--- config.mk ---
export PLATFORM = sky130hd
export DESIGN_NAME = lnk_tx_seq
export DESIGN_NICKNAME = d
export VERILOG_FILES = /design/src/rtl/lnk_pkg.sv /design/src/rtl/lnk_mf_counter.sv /design/src/rtl/lnk_resync_filter.sv /design/src/rtl/lnk_lane_mux.sv /design/src/rtl/lnk_tx_seq.sv
export SDC_FILE = /design/constraint.sdc
export NUM_CORES = 1
export LEC_CHECK = 0
export ABC_AREA = 0
export CELL_PAD_IN_SITES_DETAIL_PLACEMENT = 1
export CELL_PAD_IN_SITES_GLOBAL_PLACEMENT = 1
export CORE_ASPECT_RATIO = 1.25
export CORE_MARGIN = 1.5
export CORE_UTILIZATION = 41
export CTS_BUF_LIST = sky130_fd_sc_hd__clkbuf_4 sky130_fd_sc_hd__clkbuf_8 sky130_fd_sc_hd__clkbuf_16
export DETAILED_ROUTE_END_ITERATION = 8
export PLACE_DENSITY_LB_ADDON = 0.2
export SYNTH_ARGS = -nofsm -noshare
export SYNTH_HDL_FRONTEND = slang
export SYNTH_SLANG_ARGS = --single-unit
--- constraint.sdc ---
create_clock -name clk -period 2.9 [get_ports clk]
set_input_delay 0.29 -clock clk [delete_from_list [all_inputs] [get_ports clk]]
set_output_delay 0.29 -clock clk [all_outputs]
set_load 0.005 [all_outputs]
--- src/rtl/lnk_pkg.sv ---
package lnk_pkg;
    typedef enum logic [1:0] {
        PH_IDLE = 2'd0,
        PH_CGS  = 2'd1,
        PH_ILAS = 2'd2,
        PH_DATA = 2'd3
    } phase_e;

    localparam logic [7:0] CH_SYNC   = 8'hBC;
    localparam logic [7:0] CH_MF_BEG = 8'h1C;
    localparam logic [7:0] CH_MF_END = 8'h7C;
endpackage

--- src/rtl/lnk_mf_counter.sv ---
module lnk_mf_counter #(
    parameter int FW = 8,
    parameter int KW = 5,
    localparam int IW = FW + KW
) (
    input  logic          clk,
    input  logic          rst_n,
    input  logic [FW-1:0] cfg_f,
    input  logic [KW-1:0] cfg_k,
    input  logic          sysref,
    output logic [IW-1:0] idx,
    output logic          mf_end
);
    typedef struct packed {
        logic [IW-1:0] idx;
        logic          ref_q;
    } cnt_t;

    cnt_t st_d, st_q;
    logic [IW-1:0] mf_len;
    logic          rise;

    always_comb begin
        mf_len = IW'(cfg_f) * IW'(cfg_k);
        mf_end = (st_q.idx >= mf_len - IW'(1));
        rise   = sysref & ~st_q.ref_q;
        st_d       = st_q;
        st_d.ref_q = sysref;
        if (rise || mf_end) st_d.idx = '0;
        else                st_d.idx = st_q.idx + IW'(1);
    end

    always_ff @(posedge clk or negedge rst_n) begin
        if (!rst_n) st_q <= '0;
        else        st_q <= st_d;
    end

    assign idx = st_q.idx;
endmodule

--- src/rtl/lnk_resync_filter.sv ---
module lnk_resync_filter #(
    parameter int FW = 8
) (
    input  logic          clk,
    input  logic          rst_n,
    input  logic          sync_n,
    input  logic [FW-1:0] cfg_f,
    output logic          resync
);
    logic [FW-1:0] run_d, run_q;

    always_comb begin
        resync = ~sync_n && (run_q >= cfg_f - FW'(1));
        if (sync_n)          run_d = '0;
        else if (&run_q)     run_d = run_q;
        else                 run_d = run_q + FW'(1);
    end

    always_ff @(posedge clk or negedge rst_n) begin
        if (!rst_n) run_q <= '0;
        else        run_q <= run_d;
    end
endmodule

--- src/rtl/lnk_lane_mux.sv ---
module lnk_lane_mux
    import lnk_pkg::*;
#(
    parameter int LANES = 4,
    parameter int IW    = 13,
    localparam int LW   = LANES * 8
) (
    input  logic             clk,
    input  logic             rst_n,
    input  phase_e           ph,
    input  logic [IW-1:0]    idx,
    input  logic             mf_end,
    input  logic [LW-1:0]    tx_data,
    output logic [LW-1:0]    lane_octet,
    output logic [LANES-1:0] lane_is_k
);
    logic [LW-1:0]    oct_d, oct_q;
    logic [LANES-1:0] k_d, k_q;

    for (genvar i = 0; i < LANES; i++) begin : g_lane
        always_comb begin
            oct_d[8*i +: 8] = 8'h00;
            k_d[i]          = 1'b0;
            unique case (ph)
                PH_CGS: begin
                    oct_d[8*i +: 8] = CH_SYNC;
                    k_d[i]          = 1'b1;
                end
                PH_ILAS: begin
                    if (idx == '0) begin
                        oct_d[8*i +: 8] = CH_MF_BEG;
                        k_d[i]          = 1'b1;
                    end else if (mf_end) begin
                        oct_d[8*i +: 8] = CH_MF_END;
                        k_d[i]          = 1'b1;
                    end else begin
                        oct_d[8*i +: 8] = idx[7:0];
                    end
                end
                PH_DATA: begin
                    if (mf_end) begin
                        oct_d[8*i +: 8] = CH_MF_END;
                        k_d[i]          = 1'b1;
                    end else begin
                        oct_d[8*i +: 8] = tx_data[8*i +: 8];
                    end
                end
                default: ;
            endcase
        end
    end

    always_ff @(posedge clk or negedge rst_n) begin
        if (!rst_n) begin
            oct_q <= '0;
            k_q   <= '0;
        end else begin
            oct_q <= oct_d;
            k_q   <= k_d;
        end
    end

    assign lane_octet = oct_q;
    assign lane_is_k  = k_q;
endmodule

--- src/rtl/lnk_tx_seq.sv ---
module lnk_tx_seq
    import lnk_pkg::*;
#(
    parameter int LANES   = 4,
    parameter int FW      = 8,
    parameter int KW      = 5,
    parameter int ILAS_MF = 4,
    localparam int IW     = FW + KW,
    localparam int LW     = LANES * 8,
    localparam int MW     = (ILAS_MF > 1) ? $clog2(ILAS_MF) : 1
) (
    input  logic             clk,
    input  logic             rst_n,
    input  logic [FW-1:0]    cfg_f,
    input  logic [KW-1:0]    cfg_k,
    input  logic             sync_n,
    input  logic             sysref,
    input  logic [LW-1:0]    tx_data,
    output logic [LW-1:0]    lane_octet,
    output logic [LANES-1:0] lane_is_k
);
    typedef struct packed {
        phase_e        ph;
        logic [MW-1:0] mfc;
    } seq_t;

    seq_t          st_d, st_q;
    logic [IW-1:0] idx;
    logic          mf_end;
    logic          resync;
    phase_e        cur_ph;

    lnk_mf_counter #(.FW(FW), .KW(KW)) u_mf (
        .clk(clk), .rst_n(rst_n), .cfg_f(cfg_f), .cfg_k(cfg_k),
        .sysref(sysref), .idx(idx), .mf_end(mf_end)
    );

    lnk_resync_filter #(.FW(FW)) u_rs (
        .clk(clk), .rst_n(rst_n), .sync_n(sync_n), .cfg_f(cfg_f),
        .resync(resync)
    );

    always_comb begin
        st_d = st_q;
        unique case (st_q.ph)
            PH_IDLE: if (!sync_n) st_d.ph = PH_CGS;
            PH_CGS: begin
                if (sync_n && mf_end) begin
                    st_d.ph  = PH_ILAS;
                    st_d.mfc = '0;
                end
            end
            PH_ILAS: begin
                if (resync) begin
                    st_d.ph = PH_CGS;
                end else if (mf_end) begin
                    if (st_q.mfc == MW'(ILAS_MF - 1)) st_d.ph  = PH_DATA;
                    else                              st_d.mfc = st_q.mfc + MW'(1);
                end
            end
            PH_DATA: if (resync) st_d.ph = PH_CGS;
            default: st_d.ph = PH_IDLE;
        endcase
    end

    always_ff @(posedge clk or negedge rst_n) begin
        if (!rst_n) st_q <= '{ph: PH_IDLE, mfc: '0};
        else        st_q <= st_d;
    end

    assign cur_ph = st_q.ph;

    lnk_lane_mux #(.LANES(LANES), .IW(IW)) u_mux (
        .clk(clk), .rst_n(rst_n), .ph(cur_ph), .idx(idx), .mf_end(mf_end),
        .tx_data(tx_data), .lane_octet(lane_octet), .lane_is_k(lane_is_k)
    );
endmodule

==> flow_metrics.tcl, run 1 <==
set metrics [dict create \
    status "complete, but fails checks" \
    violations "design-rule violations, negative setup slack" \
    wl_per_cell_um 18.8 \
    setup-tns-final_ps -91740 \
    viasPerCell 5.49 \
    port_buffers 84 \
    p_per_area_nw_per_um2 694 \
    dr.pass1.iters 9 \
    seq_power_share_pct 22.2 \
    numPlacedInstances 780 \
    crit_required_ps 3130 \
    nets 797 \
    cts_tree "done" \
    cts_max_path_buffers 2 \
    cts_made_buffers 9 \
    hp-class "in2async" \
    max_cap_viol_count 0 \
    grt_antenna_before_repair 0 \
    start_util_pct 42.4 \
    dp_slack_ps -2700 \
    grt_overflow 0 \
    cts_sinks 59 \
    combinationalPowerShare_pct 55.9 \
    rsz0062_at_grt "yes" \
    clockRootBuffer "clkbuf_16" \
    ant_nets 0 \
    gp_congestion 0.801 \
    synth_flop_cell "dfrtp_1" \
    diodes 0 \
    avgSynthCellArea_um2 8.98 \
    wirelength_mm 15.2 \
    synth_edf_count 0 \
    area_growth_pct 47.9 \
    synth_cells 525 \
    crit_slowest_cell "fa_1" \
    worstSetupEndpointType "flop" \
    drtIter0Drc 138 \
    die_area_um2 12200 \
    fin_crit_ps 4900 \
    worst_hold_slack_ps 21.4 \
    period_share_pct 169 \
    p_leak_nw 3.13 \
    layout_common_cells "clkdlybuf4s50_1, buf_4, dfrtp_1" \
    final-hold-violation-count 0 \
    die_x_um 98.9 \
    internal_power_mw 2.95 \
    htreeDepth 3 \
    p_sw_mw 1.89 \
    syn-cell-area_um2 4720 \
    yosys_warnings 0 \
    worst_pin_slew_ps 746 \
    startpoint_type "input pin" \
    setup_viol 50 \
    crit_path_max_incr_delay_ps 540 \
    swShare_pct 39.1 \
    clk_pin_slew_ps 50 \
    slew_headroom_pct 50.3 \
    async_flop_share_pct 100 \
    fin_ws_ps -2000 \
    p_clk_share_pct 21.9 \
    drv_slew 0 \
    clkLatencyLatePin_ps 330 \
    num_io_pins 85 \
    core_um2 11100 \
    grt_util_all_layers_pct 24.6 \
    final_util_pct 62.6 \
    num_vias 4461 \
    ys_ff_latch 59 \
    die_y_um 123 \
    grt_pass1_vias 4763 \
    peakVddDrop_uv 244 \
    syn-num-nets 650 \
    fmax_ghz 0.204 \
    dp_hpwl_mm 10.3 \
    cp_max_fo 7 \
    final_cell_count_no_fill 812 \
    critical_path_class "in2reg" \
    grt_pass1_wl_mm 23.3 \
    arrival_ps 5130 \
    final_common_cell "clkdlybuf4s50_1" \
    seq_area_frac_synth_pct 31.3 \
    finClkSkew_ps 5.57 \
    grt_max_degree 34 \
    fp-row-count 43 \
    drc 14 \
    final_layout_size_suffix_gt1_share_pct 27.9 \
    ys_types 52 \
]
==> registers in the layout, indices dropped and copies added, names as in the netlist <==
name,cells
u_mf.st_q,1
u_rs.run_q,8
u_mux.lane_is_k,1
u_mf.idx,13
st_q,2
u_mux.lane_octet,32
cur_ph,2
==> cells in the mapped netlist (2+ instances only) <==
| cell | number | share of area, % |
|---|---|---|
| a211o_1 | 2 | 0.37 |
| a211oi_1 | 5 | 0.80 |
| a21o_1 | 5 | 0.80 |
| a21oi_1 | 24 | 2.5 |
| a31oi_1 | 8 | 1.1 |
| and2_1 | 23 | 3.1 |
| and3_1 | 11 | 1.5 |
| buf_2 | 2 | 0.21 |
| buf_4 | 4 | 0.64 |
| clkbuf_1 | 15 | 1.2 |
| dfrtp_1 | 59 | 31 |
| fa_1 | 19 | 8.1 |
| ha_1 | 57 | 15 |
| inv_1 | 61 | 4.9 |
| mux2i_1 | 4 | 0.85 |
| nand2_1 | 47 | 3.7 |
| nand2b_1 | 5 | 0.66 |
| nand3_1 | 21 | 2.2 |
| nand4_1 | 3 | 0.40 |
| nor2_1 | 38 | 3.0 |
| nor3_1 | 11 | 1.2 |
| nor3b_1 | 3 | 0.48 |
| nor4_1 | 5 | 0.66 |
| nor4b_1 | 2 | 0.37 |
| o211ai_1 | 4 | 0.64 |
| o21ai_0 | 29 | 3.1 |
| o21ai_1 | 2 | 0.21 |
| o311ai_2 | 3 | 1.0 |
| or2_2 | 2 | 0.27 |
| or3_1 | 2 | 0.27 |
| or4_1 | 2 | 0.32 |
| xnor2_1 | 14 | 2.6 |
| xor2_1 | 14 | 2.6 |
==> critical path, delay by kind of cell <==
kind            cells  cell delay (ps)
simple gates        5              490
buf+inv             7              820
fa+ha+maj           5             2140
compound gates      8             1370
==> repair_timing <==
item / in CTS / in global routing
resized for setup: 123 / 37
setup buffers: 8 / 7
pin swaps: 44 / 39
endpoints found under the setup margin: 50 / 50
cloned: 1 / 0
hold buffers: 0 / 0
==> per-layer routing <==
metal | GRT usage, % | share of wire [%]
met1 | 24.9 | 37
met2 | 48.2 | 56
met3 | 4.47 | 4.1
met4 | 11.9 | 3.6
met5 | 0 | 0
==> power groups by stage <==
stage / Sequential (mW) / Combinational [mW] / Clock (mW)
final: 1.07 / 2.71 / 1.06
after global routing: 1.09 / 2.96 / 1.11
after CTS: 1.07 / 2.44 / 1.08
after detailed placement: 1.08 / 2.17 / 0
after global placement: 1.07 / 2.04 / 0
after floorplan: 1.06 / 1.32 / 0
==> final timing paths <==
check                                 start                   end  slack, ps  cells after the start
worst min-delay path                  rst_n  u_mux.lane_octet[28]         20                      1
worst max-delay path               cfg_k[2]  u_mux.lane_octet[13]      -2000                     25
max in group asynchronous             rst_n          u_mf.idx[12]       2030                      2
worst min register to register      st_q[1]               st_q[1]        510                      1
min in group clk                    st_q[1]               st_q[1]        510                      1
worst max register to register  u_mf.idx[0]  u_mux.lane_octet[13]        460                     10
==> metrics by stage <==
stage          power, mW  instance area [um2]
4_1_cts             4.59                 6810
5_1_grt             5.16                 6970
3_5_place_dp        3.25                 6130
6_report            4.84                 6970
2_1_floorplan       2.38                 4800
3_3_place_gp        3.11                 6130
==> kinds of logic after synthesis <==
family,share of synthesized area (%)
AO/OA/AOI/OAI,13.1
flip-flops,31.3
adder cells (fa/ha/maj),23.2
multiplexers,1.09
buffers and inverters,7.21
XOR/XNOR,5.20
AND/OR/NAND/NOR,18.9
==> area by class of cell <==
class / instances / area (um2)
inverter: 61 / 229
sequential: 59 / 1480
fill: 1251 / 4160
tap: 135 / 169
multi-input combinational: 382 / 3340
clock buffer: 11 / 246
timing repair buffer: 159 / 1460
clock inverter: 5 / 52.6
Note: power is estimated with default switching activity, not from simulation.
==> inputs of run 2 (changes only) <==
CTS_CLUSTER_DIAMETER = 120   (was not set)
clock period = 5.2 ns   (was 2.9 ns; I/O delays follow)
==> flow_metrics.tcl, run 2 (synthesis results as in run 1) <==
set metrics [dict create \
    drv_slew 0 \
    worst_hold_slack_ps 338 \
    worstSetupEndpointType "flop" \
    met2_length_mm 8.25 \
    grt_util_all_layers_pct 24.5 \
    seq_power_share_pct 24.2 \
    setup-tns-final_ps 0 \
    wl_per_cell_um 18.4 \
    internal_power_mw 1.53 \
    cts_tree "done" \
    worst_pin_slew_ps 803 \
    fmax_ghz 0.198 \
    die_area_um2 12200 \
    finClkSkew_ps 7.69 \
    final-hold-violation-count 0 \
    viasPerCell 5.48 \
    start_util_pct 42.4 \
    fp-row-count 43 \
    wirelength_mm 14.7 \
    gp_congestion 0.902 \
    htreeDepth 3 \
    clkLatencyLatePin_ps 330 \
    p_leak_nw 3.06 \
    rrSetupSlack_ps 2530 \
    cp_max_fo 10 \
    p_sw_mw 0.975 \
    final_util_pct 59.9 \
    period_share_pct 97.2 \
    max_cap_viol_count 0 \
    combinationalPowerShare_pct 53.6 \
    clockRootBuffer "clkbuf_16" \
    arrival_ps 5250 \
    nets 784 \
    port_buffers 84 \
    grt_antenna_before_repair 0 \
    diodes 0 \
    crit_required_ps 5400 \
    cts_made_buffers 9 \
    hp-class "in2async" \
    grt_pass1_vias 4800 \
    num_vias 4380 \
    largest_register_ffs 32 \
    layout_common_cells "clkdlybuf4s50_1, inv_1, dfrtp_1" \
    num_io_pins 85 \
    status "complete, but fails checks" \
    final_cell_area_um2 6670 \
    p_clk_share_pct 22.2 \
    fin_crit_ps 5050 \
    die_x_um 98.9 \
    die_y_um 123 \
    cts_sinks 59 \
    drc 13 \
    dp_hpwl_mm 10.0 \
    setup_viol 0 \
    highest_layer "met4" \
    slew_headroom_pct 46.5 \
    clk_pin_slew_ps 50 \
    startpoint_type "input pin" \
    swShare_pct 38.9 \
    grt_pass1_wl_mm 23.6 \
    final_layout_size_suffix_gt1_share_pct 22.0 \
    critical_path_class "in2reg" \
    dr.pass1.iters 7 \
    grt_overflow 0 \
    wl_met1_mm 5.60 \
    final_common_cell "clkdlybuf4s50_1" \
    hold_buffers 0 \
    drtIter0Drc 176 \
    cts_max_path_buffers 2 \
    grt_max_degree 60 \
    p_per_area_nw_per_um2 376 \
    violations "design-rule violations" \
    peakVddDrop_uv 230 \
    wl_met3_um 529 \
    place_area_um2 6020 \
    area_growth_pct 41.3 \
    ant_nets 0 \
    core_um2 11100 \
    fin_ws_ps 145 \
    dp_slack_ps -683 \
]
## run 2: cell count changes in the layout (fill, tap and decap cells not counted), moves of 4 or more
cell	change
buf_4	-14
nor2_1	+11
o21ai_1	-7
a21oi_1	+6
a21oi_2	-6
nor2_2	-6
o21ai_0	+6
nor2_4	-5
buf_6	-4
## run 2: timing repair
action	CTS	global route
pin swaps	23	26
gates resized for setup	56	50
setup buffers	1	6
endpoints found under the hold margin	0	0
cloned	3	0
setup endpoints to repair	50	50
## run 2: layer usage
metal | GRT usage [%] | vias up
met5 | 0 | -
met4 | 7.23 | 0
met3 | 3.34 | 27
met2 | 49.1 | 106
met1 | 26.5 | 2194
li1 | - | 2053
## run 2: stage by stage
step                      instances  total power, mW
after floorplan                 525             1.30
after global placement          773             1.69
after detailed placement        773             1.77
after CTS                       793             2.43
after global routing            799             2.69
final                           799             2.51
## run 2: path summary, 6_finish.rpt
path,depth (start not counted),start,end
worst max-delay path,22,cfg_k[2],u_mux.lane_octet[14]
min in group clk,1,st_q[1],st_q[1]
max in group asynchronous,2,rst_n,cur_ph[1]
worst min-delay path,2,rst_n,u_mux.lane_octet[27]
worst min register to register,1,st_q[1],st_q[1]
worst max register to register,7,cur_ph[1],cur_ph[1]
## run 2: layout make-up
cell class	instances	area [um2]
inverters	61	229
multi-input cells	383	3160
clock buffers	12	260
clock inverters	4	25.0
fillers	1240	4470
well taps	135	169
flip-flops and latches	59	1480
repair buffers	145	1340
## run 2: power groups by stage
| stage | sequential [mW] | combinational [mW] | clock, mW |
|---|---|---|---|
| after floorplan | 0.589 | 0.707 | 0 |
| after global placement | 0.605 | 1.09 | 0 |
| after detailed placement | 0.611 | 1.16 | 0 |
| after CTS | 0.604 | 1.27 | 0.553 |
| after global routing | 0.615 | 1.50 | 0.579 |
| final | 0.607 | 1.35 | 0.557 |
## run 2: worst max-delay path: stages
cell,delay (ps)
buf_4,130
buf_6,110
and2_4,150
fa_1,580
ha_4,220
xor2_1,140
ha_1,310
ha_1,290
a21o_1,190
a21oi_4,170
o21ai_2,80
or4_4,540
and3_4,160
a211oi_2,150
ha_1,270
nand2_2,100
o21ai_4,90
nor3_4,240
a21oi_4,140
bufbuf_16,300
a211oi_2,260
nor3_2,90
